===== config.mk =====
export PLATFORM = sky130hd
export DESIGN_NAME = range_tlb
export DESIGN_NICKNAME = d
export VERILOG_FILES = /design/src/rtl/range_tlb_pkg.sv /design/src/rtl/range_tlb_match.sv /design/src/rtl/range_tlb_slot_pick.sv /design/src/rtl/range_tlb_store.sv /design/src/rtl/range_tlb.sv
export SDC_FILE = /design/constraint.sdc
export NUM_CORES = 2
export LEC_CHECK = 0
export BUFFER_PORTS_ARGS = -buffer_cell sky130_fd_sc_hd__buf_2
export CORE_MARGIN = 5
export CORE_UTILIZATION = 31
export DETAILED_ROUTE_END_ITERATION = 7
export PLACE_DENSITY = 0.45
export SLEW_MARGIN = 20
export SYNTH_ARGS = -nofsm -noshare
export SYNTH_HDL_FRONTEND = slang
export SYNTH_SLANG_ARGS = --single-unit

===== constraint.sdc =====
create_clock -name clk -period 6.7 [get_ports clk]
set_input_delay 0 -clock clk [delete_from_list [all_inputs] [get_ports clk]]
set_output_delay 0 -clock clk [all_outputs]
set_load 0.02 [all_outputs]

===== src/rtl/range_tlb_pkg.sv =====
package range_tlb_pkg;

  typedef enum logic [1:0] {
    OP_MAP_ADDR = 2'd0,
    OP_MAP_PROT = 2'd1,
    OP_DROP_ONE = 2'd2,
    OP_DROP_ALL = 2'd3
  } tlb_op_e;

  typedef struct packed {
    logic [17:0] acc_id;
    logic        user;
    logic [1:0]  pl2;
    logic [1:0]  pl1;
    logic [2:0]  kind;
    logic        brk;
    logic        dirty;
    logic        trap;
  } tlb_attr_t;

  // protection word layout: neighbours decode these positions
  function automatic tlb_attr_t unpack_prot(input logic [31:0] w);
    tlb_attr_t a;
    a.acc_id = w[18:1];
    a.user   = w[19];
    a.pl2    = w[21:20];
    a.pl1    = w[23:22];
    a.kind   = w[26:24];
    a.brk    = w[27];
    a.dirty  = w[28];
    a.trap   = w[29];
    return a;
  endfunction

endpackage


===== src/rtl/range_tlb_match.sv =====
module range_tlb_match #(
  parameter int N    = 8,
  parameter int VA_W = 32,
  localparam int IDX_W = $clog2(N)
) (
  input  logic [N-1:0][VA_W-1:0] beg_vec,
  input  logic [N-1:0][VA_W-1:0] end_vec,
  input  logic [VA_W-1:0]        addr,
  output logic [N-1:0]           hit_vec,
  output logic                   any,
  output logic [IDX_W-1:0]       first
);

  for (genvar g = 0; g < N; g++) begin : g_cmp
    assign hit_vec[g] = (beg_vec[g] <= addr) && (end_vec[g] >= addr);
  end

  assign any = |hit_vec;

  // lowest index wins: scan downward so the last write is the lowest hit
  always_comb begin
    first = '0;
    for (int i = N - 1; i >= 0; i--) begin
      if (hit_vec[i]) first = IDX_W'(i);
    end
  end

endmodule


===== src/rtl/range_tlb_slot_pick.sv =====
module range_tlb_slot_pick #(
  parameter int N = 8,
  localparam int IDX_W = $clog2(N)
) (
  input  logic [N-1:0]     valid_vec,
  input  logic [N-1:0]     cover_vec,
  output logic [N-1:0]     clear_vec,
  output logic             tgt_found,
  output logic [IDX_W-1:0] tgt_idx
);

  for (genvar g = 0; g < N; g++) begin : g_clr
    assign clear_vec[g] = valid_vec[g] & cover_vec[g];
  end

  // highest slot that is free or freed by this command
  always_comb begin
    tgt_found = 1'b0;
    tgt_idx   = '0;
    for (int i = 0; i < N; i++) begin
      if (!valid_vec[i] || clear_vec[i]) begin
        tgt_found = 1'b1;
        tgt_idx   = IDX_W'(i);
      end
    end
  end

endmodule


===== src/rtl/range_tlb_store.sv =====
module range_tlb_store
  import range_tlb_pkg::*;
#(
  parameter int N      = 8,
  parameter int VA_W   = 32,
  parameter int PAGE_W = 12,
  parameter int PPN_W  = 20,
  localparam int IDX_W = $clog2(N),
  localparam int VPN_W = VA_W - PAGE_W
) (
  input  logic                   clk,
  input  logic                   rst_n,
  input  logic                   cmd_valid,
  input  tlb_op_e                cmd_op,
  input  logic [VPN_W-1:0]       cmd_vpn,
  input  logic [PPN_W-1:0]       new_ppn,
  input  tlb_attr_t              new_attr,
  input  logic                   cmd_any,
  input  logic [IDX_W-1:0]       cmd_first,
  input  logic [N-1:0]           clear_vec,
  input  logic                   tgt_found,
  input  logic [IDX_W-1:0]       tgt_idx,
  output logic [N-1:0][VA_W-1:0] beg_vec,
  output logic [N-1:0][VA_W-1:0] end_vec,
  output logic [N-1:0][PPN_W-1:0] ppn_vec,
  output tlb_attr_t [N-1:0]      attr_vec,
  output logic [N-1:0]           valid_vec,
  output logic [IDX_W-1:0]       rr_ptr,
  output logic                   prot_err
);

  logic [IDX_W-1:0] slot_w;
  logic [IDX_W-1:0] rr_next;
  logic             prot_ok;

  assign slot_w  = tgt_found ? tgt_idx : rr_ptr;
  assign rr_next = (rr_ptr == IDX_W'(N - 1)) ? '0 : rr_ptr + 1'b1;
  assign prot_ok = cmd_any && !valid_vec[cmd_first];

  always_ff @(posedge clk) begin
    if (!rst_n) begin
      for (int i = 0; i < N; i++) begin
        beg_vec[i]   <= '1;
        end_vec[i]   <= '0;
        ppn_vec[i]   <= '0;
        attr_vec[i]  <= '0;
        valid_vec[i] <= 1'b0;
      end
      rr_ptr   <= '0;
      prot_err <= 1'b0;
    end else begin
      prot_err <= 1'b0;
      if (cmd_valid) begin
        unique case (cmd_op)
          OP_MAP_ADDR: begin
            for (int i = 0; i < N; i++) begin
              if (clear_vec[i]) begin
                beg_vec[i]   <= '1;
                end_vec[i]   <= '0;
                ppn_vec[i]   <= '0;
                attr_vec[i]  <= '0;
                valid_vec[i] <= 1'b0;
              end
            end
            if (!tgt_found) rr_ptr <= rr_next;
            beg_vec[slot_w]   <= {cmd_vpn, {PAGE_W{1'b0}}};
            end_vec[slot_w]   <= {cmd_vpn, {PAGE_W{1'b1}}};
            ppn_vec[slot_w]   <= new_ppn;
            attr_vec[slot_w]  <= '0;
            valid_vec[slot_w] <= 1'b0;
          end
          OP_MAP_PROT: begin
            if (prot_ok) begin
              attr_vec[cmd_first]  <= new_attr;
              valid_vec[cmd_first] <= 1'b1;
            end else begin
              prot_err <= 1'b1;
            end
          end
          OP_DROP_ONE: begin
            if (cmd_any && valid_vec[cmd_first]) begin
              beg_vec[cmd_first]   <= '1;
              end_vec[cmd_first]   <= '0;
              ppn_vec[cmd_first]   <= '0;
              attr_vec[cmd_first]  <= '0;
              valid_vec[cmd_first] <= 1'b0;
            end
          end
          OP_DROP_ALL: begin
            for (int i = 0; i < N; i++) begin
              beg_vec[i]   <= '1;
              end_vec[i]   <= '0;
              ppn_vec[i]   <= '0;
              attr_vec[i]  <= '0;
              valid_vec[i] <= 1'b0;
            end
          end
          default: ;
        endcase
      end
    end
  end

endmodule


===== src/rtl/range_tlb.sv =====
module range_tlb
  import range_tlb_pkg::*;
#(
  parameter int N       = 8,
  parameter int VA_W    = 32,
  parameter int PAGE_W  = 12,
  parameter int PPN_W   = 20,
  parameter int PPN_LSB = 5,
  localparam int IDX_W  = $clog2(N),
  localparam int PA_W   = PPN_W + PAGE_W
) (
  input  logic              clk,
  input  logic              rst_n,
  input  logic              cmd_valid,
  output logic              cmd_ready,
  input  logic [1:0]        cmd_op,
  input  logic [VA_W-1:0]   cmd_addr,
  input  logic [31:0]       cmd_data,
  input  logic [VA_W-1:0]   lk_addr,
  output logic              lk_hit,
  output logic [IDX_W-1:0]  lk_idx,
  output logic [PA_W-1:0]   lk_pa,
  output logic [17:0]       lk_acc_id,
  output logic              lk_user,
  output logic [1:0]        lk_pl2,
  output logic [1:0]        lk_pl1,
  output logic [2:0]        lk_kind,
  output logic              lk_brk,
  output logic              lk_dirty,
  output logic              lk_trap
  ,
  output logic              prot_err
);

  logic [N-1:0][VA_W-1:0]  beg_vec;
  logic [N-1:0][VA_W-1:0]  end_vec;
  logic [N-1:0][PPN_W-1:0] ppn_vec;
  tlb_attr_t [N-1:0]       attr_vec;
  logic [N-1:0]            valid_vec;
  logic [IDX_W-1:0]        rr_ptr;

  logic [N-1:0]            lk_vec;
  logic                    lk_any;
  logic [IDX_W-1:0]        lk_first;
  logic [N-1:0]            cmd_vec;
  logic                    cmd_any;
  logic [IDX_W-1:0]        cmd_first;
  logic [N-1:0]            clear_vec;
  logic                    tgt_found;
  logic [IDX_W-1:0]        tgt_idx;
  tlb_attr_t               new_attr;
  tlb_attr_t               sel_attr;
  logic [PPN_W-1:0]        new_ppn;

  assign cmd_ready = 1'b1;
  assign new_attr  = unpack_prot(cmd_data);
  assign new_ppn   = cmd_data[PPN_LSB +: PPN_W];

  range_tlb_match #(.N(N), .VA_W(VA_W)) u_lk_match (
    .beg_vec (beg_vec),
    .end_vec (end_vec),
    .addr    (lk_addr),
    .hit_vec (lk_vec),
    .any     (lk_any),
    .first   (lk_first)
  );

  range_tlb_match #(.N(N), .VA_W(VA_W)) u_cmd_match (
    .beg_vec (beg_vec),
    .end_vec (end_vec),
    .addr    (cmd_addr),
    .hit_vec (cmd_vec),
    .any     (cmd_any),
    .first   (cmd_first)
  );

  range_tlb_slot_pick #(.N(N)) u_pick (
    .valid_vec (valid_vec),
    .cover_vec (cmd_vec),
    .clear_vec (clear_vec),
    .tgt_found (tgt_found),
    .tgt_idx   (tgt_idx)
  );

  range_tlb_store #(
    .N(N), .VA_W(VA_W), .PAGE_W(PAGE_W), .PPN_W(PPN_W)
  ) u_store (
    .clk       (clk),
    .rst_n     (rst_n),
    .cmd_valid (cmd_valid),
    .cmd_op    (tlb_op_e'(cmd_op)),
    .cmd_vpn   (cmd_addr[VA_W-1:PAGE_W]),
    .new_ppn   (new_ppn),
    .new_attr  (new_attr),
    .cmd_any   (cmd_any),
    .cmd_first (cmd_first),
    .clear_vec (clear_vec),
    .tgt_found (tgt_found),
    .tgt_idx   (tgt_idx),
    .beg_vec   (beg_vec),
    .end_vec   (end_vec),
    .ppn_vec   (ppn_vec),
    .attr_vec  (attr_vec),
    .valid_vec (valid_vec),
    .rr_ptr    (rr_ptr),
    .prot_err  (prot_err)
  );

  assign lk_hit   = lk_any && valid_vec[lk_first];
  assign lk_idx   = lk_first;
  assign lk_pa    = lk_hit ? {ppn_vec[lk_first], lk_addr[PAGE_W-1:0]} : '0;
  assign sel_attr = lk_hit ? attr_vec[lk_first] : '0;

  assign lk_acc_id = sel_attr.acc_id;
  assign lk_user   = sel_attr.user;
  assign lk_pl2    = sel_attr.pl2;
  assign lk_pl1    = sel_attr.pl1;
  assign lk_kind   = sel_attr.kind;
  assign lk_brk    = sel_attr.brk;
  assign lk_dirty  = sel_attr.dirty;
  assign lk_trap   = sel_attr.trap;

endmodule


==> impl_metrics.py <==
metrics = {
    "global_route": {
        "track_usage": 0.238,
        "grtUsageMet2": 0.378,
        "grt_max_degree": 67,
        "grt_pass1_wl_mm": 332,
        "grt_util_met3": 0.0330,
        "busiest_layer": "met2",
        "overflow": 0,
        "antenna_found_initial": 13,
        "grt_pass1_vias": 47100,
        "grtUsageMet1": 0.330,
    },
    "sta": {
        "fin_crit_ns": 6.30,
        "fin_skew_ns": 0.0524,
        "rsz0062_at_grt": "false",
        "fin_ws_ns": 0.395,
        "fin_crit_sh": 0.941,
        "slew_headroom": 0.224,
        "fin_setup_tns_ns": 0,
        "worstMarginPinSlew_ns": 1.16,
        "fmax_mhz": 159,
        "final_max_slew_viol_count": 0,
        "setup_viol": 0,
        "hold_viol_final": 0,
    },
    "yosys": {
        "synth.top_cell.area_share": 0.330,
        "synth_area_leaders": "dfxtp_1 33%, ha_1 23%, a22o_1 6.5%, mux2i_1 3.6%, a21o_1 3.3%",
        "async_reset_ff_frac": 0,
        "ys_seq_area_frac": 0.330,
        "yosysTopAreaCell": "dfxtp_1",
        "syn_nets": 6866,
        "synth_warnings": 0,
        "ys_types": 106,
        "synth_area_per_cell_um2": 9.69,
        "synthCells": 5739,
        "synth_edf_count": 0,
        "synth.ff_latch_count": 916,
        "syn_area_um2": 55600,
        "synth_ff_type": "dfxtp_1",
    },
    "route": {
        "wl_mm": 231,
        "route.detailed.drc": 0,
        "vias": 48700,
        "post_drt_wl_per_cell_um": 27.2,
        "antenna_left": 0,
        "drtIter0Drc": 3729,
        "vias_per_cell": 5.74,
        "drt_first_pass_iters": 6,
    },
    "floorplan": {
        "die_h_um": 433,
        "die-area_um2": 188000,
        "coreArea_um2": 178000,
        "start_util": 0.312,
        "num_io_pins": 168,
        "die-width_um": 433,
        "rows": 155,
    },
    "clocking": {
        "cts_num_sinks": 916,
        "numCtsBuffers": 112,
        "clk_latency_ns": 0.79,
        "ctsLongestPathBuffers": 3,
        "cts_tree": "built",
        "h-tree-depth": 3,
        "cts_setup_buffers": 0,
        "clockRootBuffer": "clkbuf_16",
        "path_clk_slew_ns": 0.06,
    },
    "worst_setup_path": {
        "required_ns": 7.33,
        "critPathKind": "in2reg",
        "cpMaxStageDelayCell": "a211oi_1",
        "cp_cell_sequence": "dlygate4sd3_1, buf_2, inv_1, ha_1, nand4_1, a211oi_1, o31ai_1, a311oi_1, nand2_1, a221oi_2, buf_4, or2_1, o41a_1, o21ai_2, buf_4, nor4_1, buf_4, nor2_4, buf_4, a22o_1",
        "crit_fanout": 11,
        "cp-end-kind": "flop",
        "cp_slowest_stage_delay_ns": 0.68,
        "critPathBufInv": 7,
        "cp.arrival_ns": 6.94,
        "crit_path_frequent_cell": "buf_4",
        "cp_top_family": "compound AO/OA/AOI/OAI gates",
        "start_kind": "input port",
    },
    "cells_and_area": {
        "syn2layout_area_growth_pct": 17.8,
        "layout_common_cells": "1026 x ha_1, 916 x dfxtp_1, 415 x a22o_1",
        "final_common_cell": "ha_1",
        "n_fill_cell": 17900,
        "nNetsFinal": 7154,
        "drive_above_1_share": 0.119,
    },
    "placement": {
        "place.port_buffers": 163,
        "hpwl_mm": 164,
        "place_congestion": 0.913,
        "post-place-ws_ns": 0.403,
    },
    "worst_hold_path": {
        "hp-class": "in2reg",
    },
    "pwr": {
        "p_leak_nw": 28.2,
        "powerDensity_nw_per_um2": 209,
        "ir_drop_mv": 0.190,
    },
    "outcome": {
        "status": "finished, final reports clean",
    },
    "run": {
        "drv_cap": 0,
    },
}
-- Yosys cell counts, types with 11 or more instances --
| cell | instances |
|---|---|
| o21a_1 | 145 |
| a2111oi_0 | 13 |
| clkbuf_2 | 20 |
| nor2_1 | 344 |
| a22o_1 | 415 |
| nor2b_1 | 72 |
| buf_6 | 12 |
| a31oi_1 | 17 |
| nand4_1 | 180 |
| and4_1 | 18 |
| o31ai_1 | 11 |
| o22ai_1 | 142 |
| nand2_1 | 279 |
| nor4_1 | 22 |
| nor3_1 | 58 |
| ha_1 | 1026 |
| a21oi_1 | 330 |
| clkbuf_1 | 195 |
| o221ai_1 | 11 |
| a211oi_1 | 39 |
| buf_4 | 13 |
| dfxtp_1 | 916 |
| a211o_1 | 11 |
| mux2i_1 | 200 |
| a2bb2oi_1 | 103 |
| and2_1 | 19 |
| a32o_1 | 59 |
| o21ai_0 | 166 |
| inv_1 | 110 |
| o211ai_1 | 46 |
| a21o_1 | 244 |
| a22oi_1 | 86 |
| buf_2 | 70 |
| nand3_1 | 75 |
| or2_2 | 13 |
| a221oi_1 | 22 |
| and3_1 | 41 |
| nand2b_1 | 27 |
-- cell type report --
type                       count  area [µm²]  area share
antenna                        8        20.0    0.000306
clock buffer                 161        3260      0.0497
clock inverter                44         664      0.0101
inverter                     110         415     0.00634
multi-input combinational   4394       35700       0.545
sequential                   916       18300       0.280
tap                         2355        2950      0.0450
timing repair buffer         493        4170      0.0637
-- worst paths after layout --
| path | start | endpoint | slack, ns | depth (start not counted) |
|---|---|---|---|---|
| worst min register to register | u_store.beg_vec[32] | u_store.beg_vec[32] | 0.46 | 1 |
| worst max-delay path | cmd_addr[22] | u_store.end_vec[204] | 0.40 | 20 |
| worst min-delay path | cmd_data[2] | u_store.attr_vec[215] | 0.06 | 3 |
| worst max register to register | u_store.end_vec[64] | u_store.end_vec[204] | 0.66 | 19 |
-- sequential cells by signal (all words and copies together), names as in the netlist --
name and flops:
u_store.valid_vec 8, u_store.prot_err 1, u_store.attr_vec 232, u_store.beg_vec 256, u_store.end_vec 256, u_store.rr_ptr 3, u_store.ppn_vec 160
-- logic make-up (layout without fill, tap and decap cells) --
logic type                 after synthesis  count (layout)  synth area share
AOI/OAI and AO/OA                     1974            1974             0.262
DFF                                    916             916             0.330
adders and majority gates             1026            1026             0.231
other                                    1               9         0.0000675
buffers and inverters                  429             808            0.0336
and+or+nand+nor                       1189            1189             0.106
muxes                                  204             204            0.0375
-- metal layers --
layer	routed length, µm	part of all wire	up-vias
met2	101000	0.44	1511
met4	9250	0.040	6
met3	12800	0.055	372
li1	-	-	22800
met5	40	0.00017	-
met1	108000	0.47	24000
-- power by group --
| group | internal, mW | switching (mW) |
|---|---|---|
| clock | 3.81 | 2.68 |
| combinational | 0.566 | 1.12 |
| sequential | 5.48 | 0.0235 |
-- stage by stage --
stage           util  instances  hold slack (ns)  total power, mW  instance area (µm²)
2_1_floorplan      -       5739            0.154             6.52                55600
3_3_place_gp   0.342       8213            0.297             7.24                61000
3_5_place_dp   0.342       8213            0.300             7.26                61000
4_1_cts        0.367       8473          0.00205             13.8                65400
5_1_grt        0.367       8474           0.0416             14.2                65500
6_report       0.367       8481           0.0645             13.7                65500
-- tightest hold or removal path, stage by stage --
cell           delay [ns]
dlygate4sd3_1        0.52
buf_2                0.13
a32o_1               0.16
-- what timing repair did --
action,4_1_cts,5_1_grt
hold endpoints to repair,642,0
setup endpoints to repair,0,0
gates resized for setup,0,0
hold buffers,55,0
No activity file was read; power rests on OpenSTA's default activity.
